===== src/rtl/atm_pkg.sv =====
package atm_pkg;

    typedef enum logic [1:0] {
        KIND_NONE = 2'd0,
        KIND_AM2  = 2'd1,
        KIND_AM6  = 2'd2
    } trig_kind_e;

    // Decoded view of one trigger control word
    typedef struct packed {
        trig_kind_e kind;
        logic       armed;
        logic       en_ld;
        logic       en_st;
        logic       en_ex;
        logic [3:0] pmask;     // enable per non-virtual privilege level
        logic [1:0] vmask;     // enable per virtual privilege level
        logic [3:0] size;
        logic       act_bkpt;  // action code is zero
    } trig_dec_t;

    localparam int BIT_LD     = 0;
    localparam int BIT_ST     = 1;
    localparam int BIT_EX     = 2;
    localparam int PMODE_LSB  = 3;
    localparam int ACT_LSB    = 12;
    localparam int SIZE_LSB   = 16;
    localparam int SIZEHI_LSB = 21;
    localparam int VMODE_LSB  = 23;
    localparam logic [3:0] KIND_CODE_AM2 = 4'd2;
    localparam logic [3:0] KIND_CODE_AM6 = 4'd6;

endpackage


===== src/rtl/atm_cfg_decode.sv =====
module atm_cfg_decode
    import atm_pkg::*;
#(
    parameter int XLEN = 32
) (
    input  logic [XLEN-1:0] ctrl,
    output trig_dec_t       dec
);
    logic [3:0] kind_code;
    logic [3:0] size_am2;
    logic       mode_any;
    logic       rwx_any;

    assign kind_code = ctrl[XLEN-1 -: 4];

    generate
        if (XLEN >= 64) begin : g_wide
            assign size_am2 = {ctrl[SIZEHI_LSB +: 2], ctrl[SIZE_LSB +: 2]};
        end else begin : g_narrow
            assign size_am2 = {2'b00, ctrl[SIZE_LSB +: 2]};
        end
    endgenerate

    always_comb begin
        dec = '0;
        dec.en_ld    = ctrl[BIT_LD];
        dec.en_st    = ctrl[BIT_ST];
        dec.en_ex    = ctrl[BIT_EX];
        dec.pmask    = ctrl[PMODE_LSB +: 4];
        dec.act_bkpt = (ctrl[ACT_LSB +: 4] == 4'd0);
        unique case (kind_code)
            KIND_CODE_AM2: begin
                dec.kind = KIND_AM2;
                dec.size = size_am2;
            end
            KIND_CODE_AM6: begin
                dec.kind  = KIND_AM6;
                dec.size  = ctrl[SIZE_LSB +: 4];
                dec.vmask = ctrl[VMODE_LSB +: 2];
            end
            default: dec.kind = KIND_NONE;
        endcase
        mode_any  = (|dec.pmask) | (|dec.vmask);
        rwx_any   = dec.en_ld | dec.en_st | dec.en_ex;
        dec.armed = mode_any & rwx_any & (dec.kind != KIND_NONE);
    end
endmodule


===== src/rtl/atm_match.sv =====
module atm_match
    import atm_pkg::*;
#(
    parameter int XLEN = 32
) (
    input  trig_dec_t       dec,
    input  logic [XLEN-1:0] cmp_addr,
    input  logic            fetch_valid,
    input  logic [XLEN-1:0] fetch_pc,
    input  logic            mem_valid,
    input  logic            mem_store,
    input  logic [XLEN-1:0] mem_addr,
    input  logic [3:0]      mem_size,
    input  logic [1:0]      priv,
    input  logic            virt_on,
    output logic            hit,
    output logic            req
);
    logic priv_ok;
    logic exec_hit;
    logic mem_hit;
    logic size_ok;
    logic dir_ok;

    always_comb begin
        if (virt_on) begin
            priv_ok = (dec.kind == KIND_AM6) && !priv[1] && dec.vmask[priv[0]];
        end else begin
            priv_ok = dec.pmask[priv];
        end
        size_ok  = (dec.size == 4'd0) || (dec.size == mem_size);
        dir_ok   = mem_store ? dec.en_st : dec.en_ld;
        exec_hit = fetch_valid && dec.en_ex && (fetch_pc == cmp_addr);
        mem_hit  = mem_valid && dir_ok && size_ok && (mem_addr == cmp_addr);
        hit      = dec.armed && priv_ok && (exec_hit || mem_hit);
        req      = hit && dec.act_bkpt;
    end
endmodule


===== src/rtl/atm_prio.sv =====
module atm_prio #(
    parameter int N    = 4,
    parameter int IDXW = 2
) (
    input  logic [N-1:0]    req_vec,
    output logic            any,
    output logic [IDXW-1:0] idx
);
    always_comb begin
        any = |req_vec;
        idx = '0;
        for (int i = N - 1; i >= 0; i--) begin
            if (req_vec[i]) idx = IDXW'(i);
        end
    end
endmodule


===== src/rtl/atm_trigger_unit.sv =====
module atm_trigger_unit
    import atm_pkg::*;
#(
    parameter int NTRIG = 4,
    parameter int XLEN  = 32,
    localparam int IDXW = (NTRIG > 1) ? $clog2(NTRIG) : 1
) (
    input  logic                  clk,
    input  logic                  rst_n,
    input  logic [NTRIG*XLEN-1:0] tcfg_ctrl,
    input  logic [NTRIG*XLEN-1:0] tcfg_addr,
    input  logic                  fetch_valid,
    input  logic [XLEN-1:0]       fetch_pc,
    input  logic                  mem_valid,
    input  logic                  mem_store,
    input  logic [XLEN-1:0]       mem_addr,
    input  logic [3:0]            mem_size,
    input  logic [1:0]            priv,
    input  logic                  virt_on,
    output logic [NTRIG-1:0]      hit_vec,
    output logic                  bkpt_req,
    output logic [IDXW-1:0]       bkpt_idx
);
    typedef struct packed {
        trig_dec_t [NTRIG-1:0]            dec;
        logic      [NTRIG-1:0][XLEN-1:0]  addr;
    } cfg_state_t;

    cfg_state_t            st_d, st_q;
    trig_dec_t [NTRIG-1:0] dec_raw;
    logic      [NTRIG-1:0] req_vec;

    genvar g;
    generate
        for (g = 0; g < NTRIG; g++) begin : g_trig
            atm_cfg_decode #(.XLEN(XLEN)) u_dec (
                .ctrl (tcfg_ctrl[g*XLEN +: XLEN]),
                .dec  (dec_raw[g])
            );

            atm_match #(.XLEN(XLEN)) u_match (
                .dec         (st_q.dec[g]),
                .cmp_addr    (st_q.addr[g]),
                .fetch_valid (fetch_valid),
                .fetch_pc    (fetch_pc),
                .mem_valid   (mem_valid),
                .mem_store   (mem_store),
                .mem_addr    (mem_addr),
                .mem_size    (mem_size),
                .priv        (priv),
                .virt_on     (virt_on),
                .hit         (hit_vec[g]),
                .req         (req_vec[g])
            );
        end
    endgenerate

    always_comb begin
        st_d = st_q;
        for (int i = 0; i < NTRIG; i++) begin
            st_d.dec[i]  = dec_raw[i];
            st_d.addr[i] = tcfg_addr[i*XLEN +: XLEN];
        end
    end

    always_ff @(posedge clk or negedge rst_n) begin
        if (!rst_n) st_q <= '0;
        else        st_q <= st_d;
    end

    atm_prio #(.N(NTRIG), .IDXW(IDXW)) u_prio (
        .req_vec (req_vec),
        .any     (bkpt_req),
        .idx     (bkpt_idx)
    );
endmodule


===== config.mk =====
export PLATFORM = sky130hd
export DESIGN_NAME = atm_trigger_unit
export DESIGN_NICKNAME = d
export VERILOG_FILES = /design/src/rtl/atm_pkg.sv /design/src/rtl/atm_cfg_decode.sv /design/src/rtl/atm_match.sv /design/src/rtl/atm_prio.sv /design/src/rtl/atm_trigger_unit.sv
export SDC_FILE = /design/constraint.sdc
export NUM_CORES = 1
export LEC_CHECK = 0
export ABC_CLOCK_PERIOD_IN_PS = 5370
export BUFFER_PORTS_ARGS = -buffer_cell sky130_fd_sc_hd__buf_4
export CELL_PAD_IN_SITES_DETAIL_PLACEMENT = 1
export CELL_PAD_IN_SITES_GLOBAL_PLACEMENT = 1
export CORE_ASPECT_RATIO = 0.9
export CORE_MARGIN = 3
export CORE_UTILIZATION = 41
export DETAILED_ROUTE_END_ITERATION = 12
export HOLD_SLACK_MARGIN = 0.1
export PLACE_DENSITY_LB_ADDON = 0.1
export SYNTH_ARGS = -nofsm -noshare
export SYNTH_HDL_FRONTEND = slang
export SYNTH_SLANG_ARGS = --single-unit

===== constraint.sdc =====
create_clock -name clk -period 5.37 [get_ports clk]
set_clock_uncertainty 0.1 [all_clocks]
set_input_delay 0.2685 -clock clk [delete_from_list [all_inputs] [get_ports clk]]
set_output_delay 0.2685 -clock clk [all_outputs]
set_load 0.01 [all_outputs]

# Word-level counts from Yosys, hierarchy flattened
# Cells that the tools add are included.
# op_classes
order_cmp,2
eq_ne,24
mux,40
bitwise,20
reduce_logical,70
# op_table
op,count
32-bit == test,8
1-bit logical AND,40
4-bit logical NOT,8
4-bit case mux with 2 select lines,4
1-bit 2-to-1 mux,20
4-bit OR reduction,5
"4-bit by 2-bit == test with 1-bit output, second input constant",4
"4-bit by 3-bit == test with 1-bit output, second input constant",4
4-bit == test,4
2-bit 2-to-1 mux,8
2-bit case mux with 2 select lines,4
1-bit OR,12
1-bit bitwise AND,8
1-bit binary-select mux with 2-bit select,4
"2-bit == test, second input constant",4
1-bit logical OR,8
2-bit nonzero test,4
2-bit OR reduction,4
"2-bit by 3-bit < comparator with 1-bit output, second input constant",1
"1-bit by 2-bit < comparator with 1-bit output, second input constant",1
1-bit logical NOT,1
# totals
regBits,196
in_bits,332
output_inout_bits,7
word_cells,196

# Depth between registers and ports, before layout
# logic_depth
word_depth,11
ltp_mapped,8
ltp_nobuf,7

# Cells and area by module
# From an unflattened synthesis, not the netlist that was laid out.
# hier_totals
hier_cells,703
area_unflattened_um2,9013.6
# modules_own_cells
mod,instances,cells_each,area_each_um2,seq_area_each_um2
atm_trigger_unit,1,196,4904.7,4904.7
atm_match,4,104,865.8,0.0
atm_cfg_decode,4,21,152.6,0.0
atm_prio,1,7,35.0,0.0

# Least setup slack after synthesis
# Ideal clock, no wire load.
# synth_path
kind,input-to-output
startpoint,input port fetch_pc[14]
endpoint,output port bkpt_idx[0]
t_arrival_ps,1832
t_required_ps,5002
slack_ps,3169
stages,8
path_buffers,1
path_cell_list,clkbuf_1 -> xnor2_1 -> nand4_1 -> or4_1 -> nor3_1 -> o21a_1 -> nand2b_1 -> a22oi_1
# synth_between
elab_chain_cells,9
word_cells_on_any_way,24
cone_classes,4 x eq/ne; 4 x mux; 16 x reduce/logical
# synth_rtl
element,line_no,text
start: declaration,atm_trigger_unit.sv:13,"input logic [XLEN-1:0] fetch_pc,"
32-bit == test,atm_match.sv:33,exec_hit = fetch_valid && dec.en_ex && (fetch_pc == cmp_addr);
1-bit logical AND,atm_match.sv:33,
1-bit logical OR,atm_match.sv:35,hit = dec.armed && priv_ok && (exec_hit || mem_hit);
1-bit logical AND,atm_match.sv:35,
1-bit logical AND,atm_match.sv:36,req = hit && dec.act_bkpt;
2-bit 2-to-1 mux (3 in a row),atm_prio.sv:13,if (req_vec[i]) idx = IDXW'(i);
2-bit 2-to-1 mux *,atm_prio.sv:13,
end: declaration,atm_trigger_unit.sv:22,output logic [IDXW-1:0] bkpt_idx
# Every way passes the cells marked *; elsewhere a longest branch is shown, timed or not.

# Final worst setup path
# layout_path
startpoint,register st_q[110] in the netlist's numbering
endpoint,output port bkpt_idx[0]
# layout_between
elab_chain_cells,9
word_cells_on_any_way,11
cone_classes,2 x eq/ne; 4 x mux; 5 x reduce/logical
# layout_rtl
element,line_no,text
start: declaration,atm_trigger_unit.sv:29,"cfg_state_t st_d, st_q;"
start signal: assignment,atm_trigger_unit.sv:68,else st_q <= st_d;
32-bit == test (on tied branches),"atm_match.sv:33, atm_match.sv:34",
1-bit logical AND (on tied branches),"atm_match.sv:33, atm_match.sv:34",
1-bit logical OR *,atm_match.sv:35,
1-bit logical AND *,atm_match.sv:35,
1-bit logical AND *,atm_match.sv:36,
2-bit 2-to-1 mux * (4 in a row),atm_prio.sv:13,
# Marked as above.

==> impl_metrics.tcl <==
set metrics [dict create \
    status "finished clean" \
    ios 339 \
    hold_path.class "input port to register" \
    die_h_um 145.2 \
    initial_core_util_pct 42.13 \
    hold_slack_ns 0.1398 \
    wire_per_inst_um 28.18 \
    yosysWarnings 0 \
    power.leakage_nw 6.143 \
    htree_levels 4 \
    numPortBuffers 294 \
    clk_pin_slew_ns 0.08 \
    cts_tree "done" \
    fin_crit_ns 3.570 \
    yosys.area_share.simple_pct 12.19 \
    cts_inserted_buffers 17 \
    largest-register "st_q" \
    syn-cell-area_mm2 0.008828 \
    rsz0062_at_grt "false" \
    drt_iter0_drc 650 \
    critical_path.max_stage_delay_ns 0.63 \
    synth_top_family_by_area "XOR/XNOR gates" \
    ys_seq_area_share_pct 55.56 \
    setup_tns_ns 0 \
    arrival_ns 3.20 \
    grt_pass1_wl_um 62800 \
    drc 0 \
    cp.buffers_inverters 1 \
    vdd_drop_max_mv 0.1430 \
    synth_adder_area_share_pct 0 \
    slew_headroom_pct 37.42 \
    synthTopCellsByCount "dfrtp_1 (196), xnor2_1 (185), xor2_1 (74), nand4_1 (45), nor4_1 (30)" \
    cts.sinks 196 \
    hpwlAfterDp_um 27940 \
    critPathSlowestCell "or4_1" \
    cp-start-kind "register" \
    dr.pass1.iters 5 \
    rows 50 \
    vias 8096 \
    cts_hold_buf 201 \
    synth.top_cells.by_area "dfrtp_1 (56%), xnor2_1 (18%), xor2_1 (7.3%)" \
    slew_violations 0 \
    crit_family "simple AND/OR/NAND/NOR gates" \
    root_buffer "clkbuf_16" \
    synth-edff-count 0 \
    synthDistinctLibCells 48 \
    num-nets-final 1537 \
    grt_usage_pct 36.87 \
    overflow 0 \
    required_ns 5.00 \
    critPathMaxFanout 2 \
    drtAntennaViolNets 0 \
    avgSynthCellArea_um2 12.49 \
    cts_setup_buffers 0 \
    reg_top3 "st_q x196" \
    largest_reg_flops 196 \
    design.core.area_mm2 0.02096 \
    grt_pass1_vias 9496 \
    postRouteWirelength_um 42440 \
    worstMarginPinSlew_ns 0.9367 \
    drive_gt1_share_pct 27.50 \
    area_growth_pct 57.60 \
    timing.fmax_mhz 280.1 \
    netlist_instances 707 \
    cts_resized 0 \
    place.gp.congestion 0.9481 \
    ys_async_sr_fraction_pct 100.0 \
    muxShareOfSynthArea_pct 1.701 \
    setup_violations 0 \
    yosys.area.top_type "dfrtp_1" \
    ys_seq_elements 196 \
    viasPerCell 5.376 \
    synth_xor_area_share_pct 25.69 \
    worstSetupEndpointType "output pin" \
    cap_violations 0 \
    synthFlopType "dfrtp_1" \
    path_cells "xnor2_1 -> nand4_1 -> or4_1 -> nor3_1 -> o21a_1 -> nand2b_1 -> a22oi_1 -> buf_4" \
    hold_viol_final 0 \
    synth_top_area_share_pct 55.56 \
    synth_compound_area_share_pct 3.359 \
    die_x_um 160.7 \
    synth.most_common_cell "dfrtp_1" \
    grt_start_max_net_pins 87 \
    antenna_found_initial 2 \
    clock_path_buffers 2 \
    synth_nets 1039 \
    die-area_mm2 0.02333 \
    path_class "register to output pin" \
    min_period_over_period_pct 66.48 \
    p_per_area_mw_per_mm2 257.7 \
]
## per-stage QoR
stage          utilization, %  power [mW]  area, um2  cells  setup slack, ns
6_report                66.39       3.585      13910   1506            1.800
2_1_floorplan               -       1.820       8828    707            3.169
3_3_place_gp            54.05       2.158      11330   1271            2.334
4_1_cts                 66.36       3.536      13910   1504            1.898
5_1_grt                 66.39       3.708      13910   1506            1.664
3_5_place_dp            54.05       2.168      11330   1271            2.371
## worst min-delay path, stage by stage
cell and delay, ns:
buf_4 0.09, nor3b_1 0.12, nor2b_1 0.17
## placed cells by master (no fill, tap or decap), types with 2 or more instances in the layout
cell,Yosys,layout
xnor2_1,185,185
nand2_1,8,8
o21a_1,2,2
or3_1,4,4
buf_4,5,295
inv_6,0,5
nor4bb_1,3,3
nor4_2,2,2
o2111ai_1,4,4
o41ai_1,2,2
nand2b_1,10,10
dfrtp_1,196,196
clkinv_8,0,2
o22ai_1,7,7
nor3b_1,4,4
or4_1,6,6
clkbuf_16,0,17
and3_1,17,17
nand4_1,45,45
mux2i_1,15,15
inv_1,12,12
inv_8,0,3
nand3_1,10,10
a21oi_1,2,2
diode_2,0,2
nor2b_1,7,7
clkinv_4,0,2
nor3_1,8,8
and2_1,12,12
nor4_1,30,30
o311a_1,4,4
dlygate4sd3_1,0,201
xor2_1,74,74
## per-layer routing
metal | global-route usage [%] | up-vias | share of wire (%)
met5 | 0 | - | 0
met2 | 60.81 | 447 | 49
met1 | 45.48 | 4120 | 38
met4 | 13.93 | 0 | 3.6
li1 | - | 3426 | -
met3 | 11.33 | 103 | 8.9
## worst paths after layout
kind | start | end | slack, ns | cells past startpoint
max | st_q[110]$_DFF_PN0_ | bkpt_idx[0] | 1.80 | 8
min | tcfg_ctrl[63] | st_q[160]$_DFF_PN0_ | 0.14 | 3
max in group asynchronous | rst_n | st_q[18]$_DFF_PN0_ | 3.54 | 3
min in group asynchronous | rst_n | st_q[6]$_DFF_PN0_ | 0.35 | 2
## logic make-up (layout without fill, tap and decap cells)
| logic type | Yosys count | after routing |
|---|---|---|
| other cells | 0 | 2 |
| xor+xnor | 259 | 259 |
| simple gates | 171 | 171 |
| mux | 15 | 15 |
| compound gates | 36 | 36 |
| flops | 196 | 196 |
| buf+inv | 30 | 541 |
## cell type report
type / count / area [um2]
diodes: 2 / 5.005
clock buffers: 18 / 429.2
clock inverters: 14 / 140.1
fillers: 2071 / 7044
inverters: 12 / 45.04
multi-input cells: 481 / 3791
flip-flops and latches: 196 / 4905
well taps: 286 / 357.8
repair buffers: 497 / 4240
## where the power goes
group	total, mW	switching [mW]	internal, mW
Sequential	1.61	0.0661	1.54
Clock	1.28	0.661	0.620
Combinational	0.696	0.327	0.368
Total	3.59	1.05	2.53
Note: power is estimated with default switching activity, not from simulation.
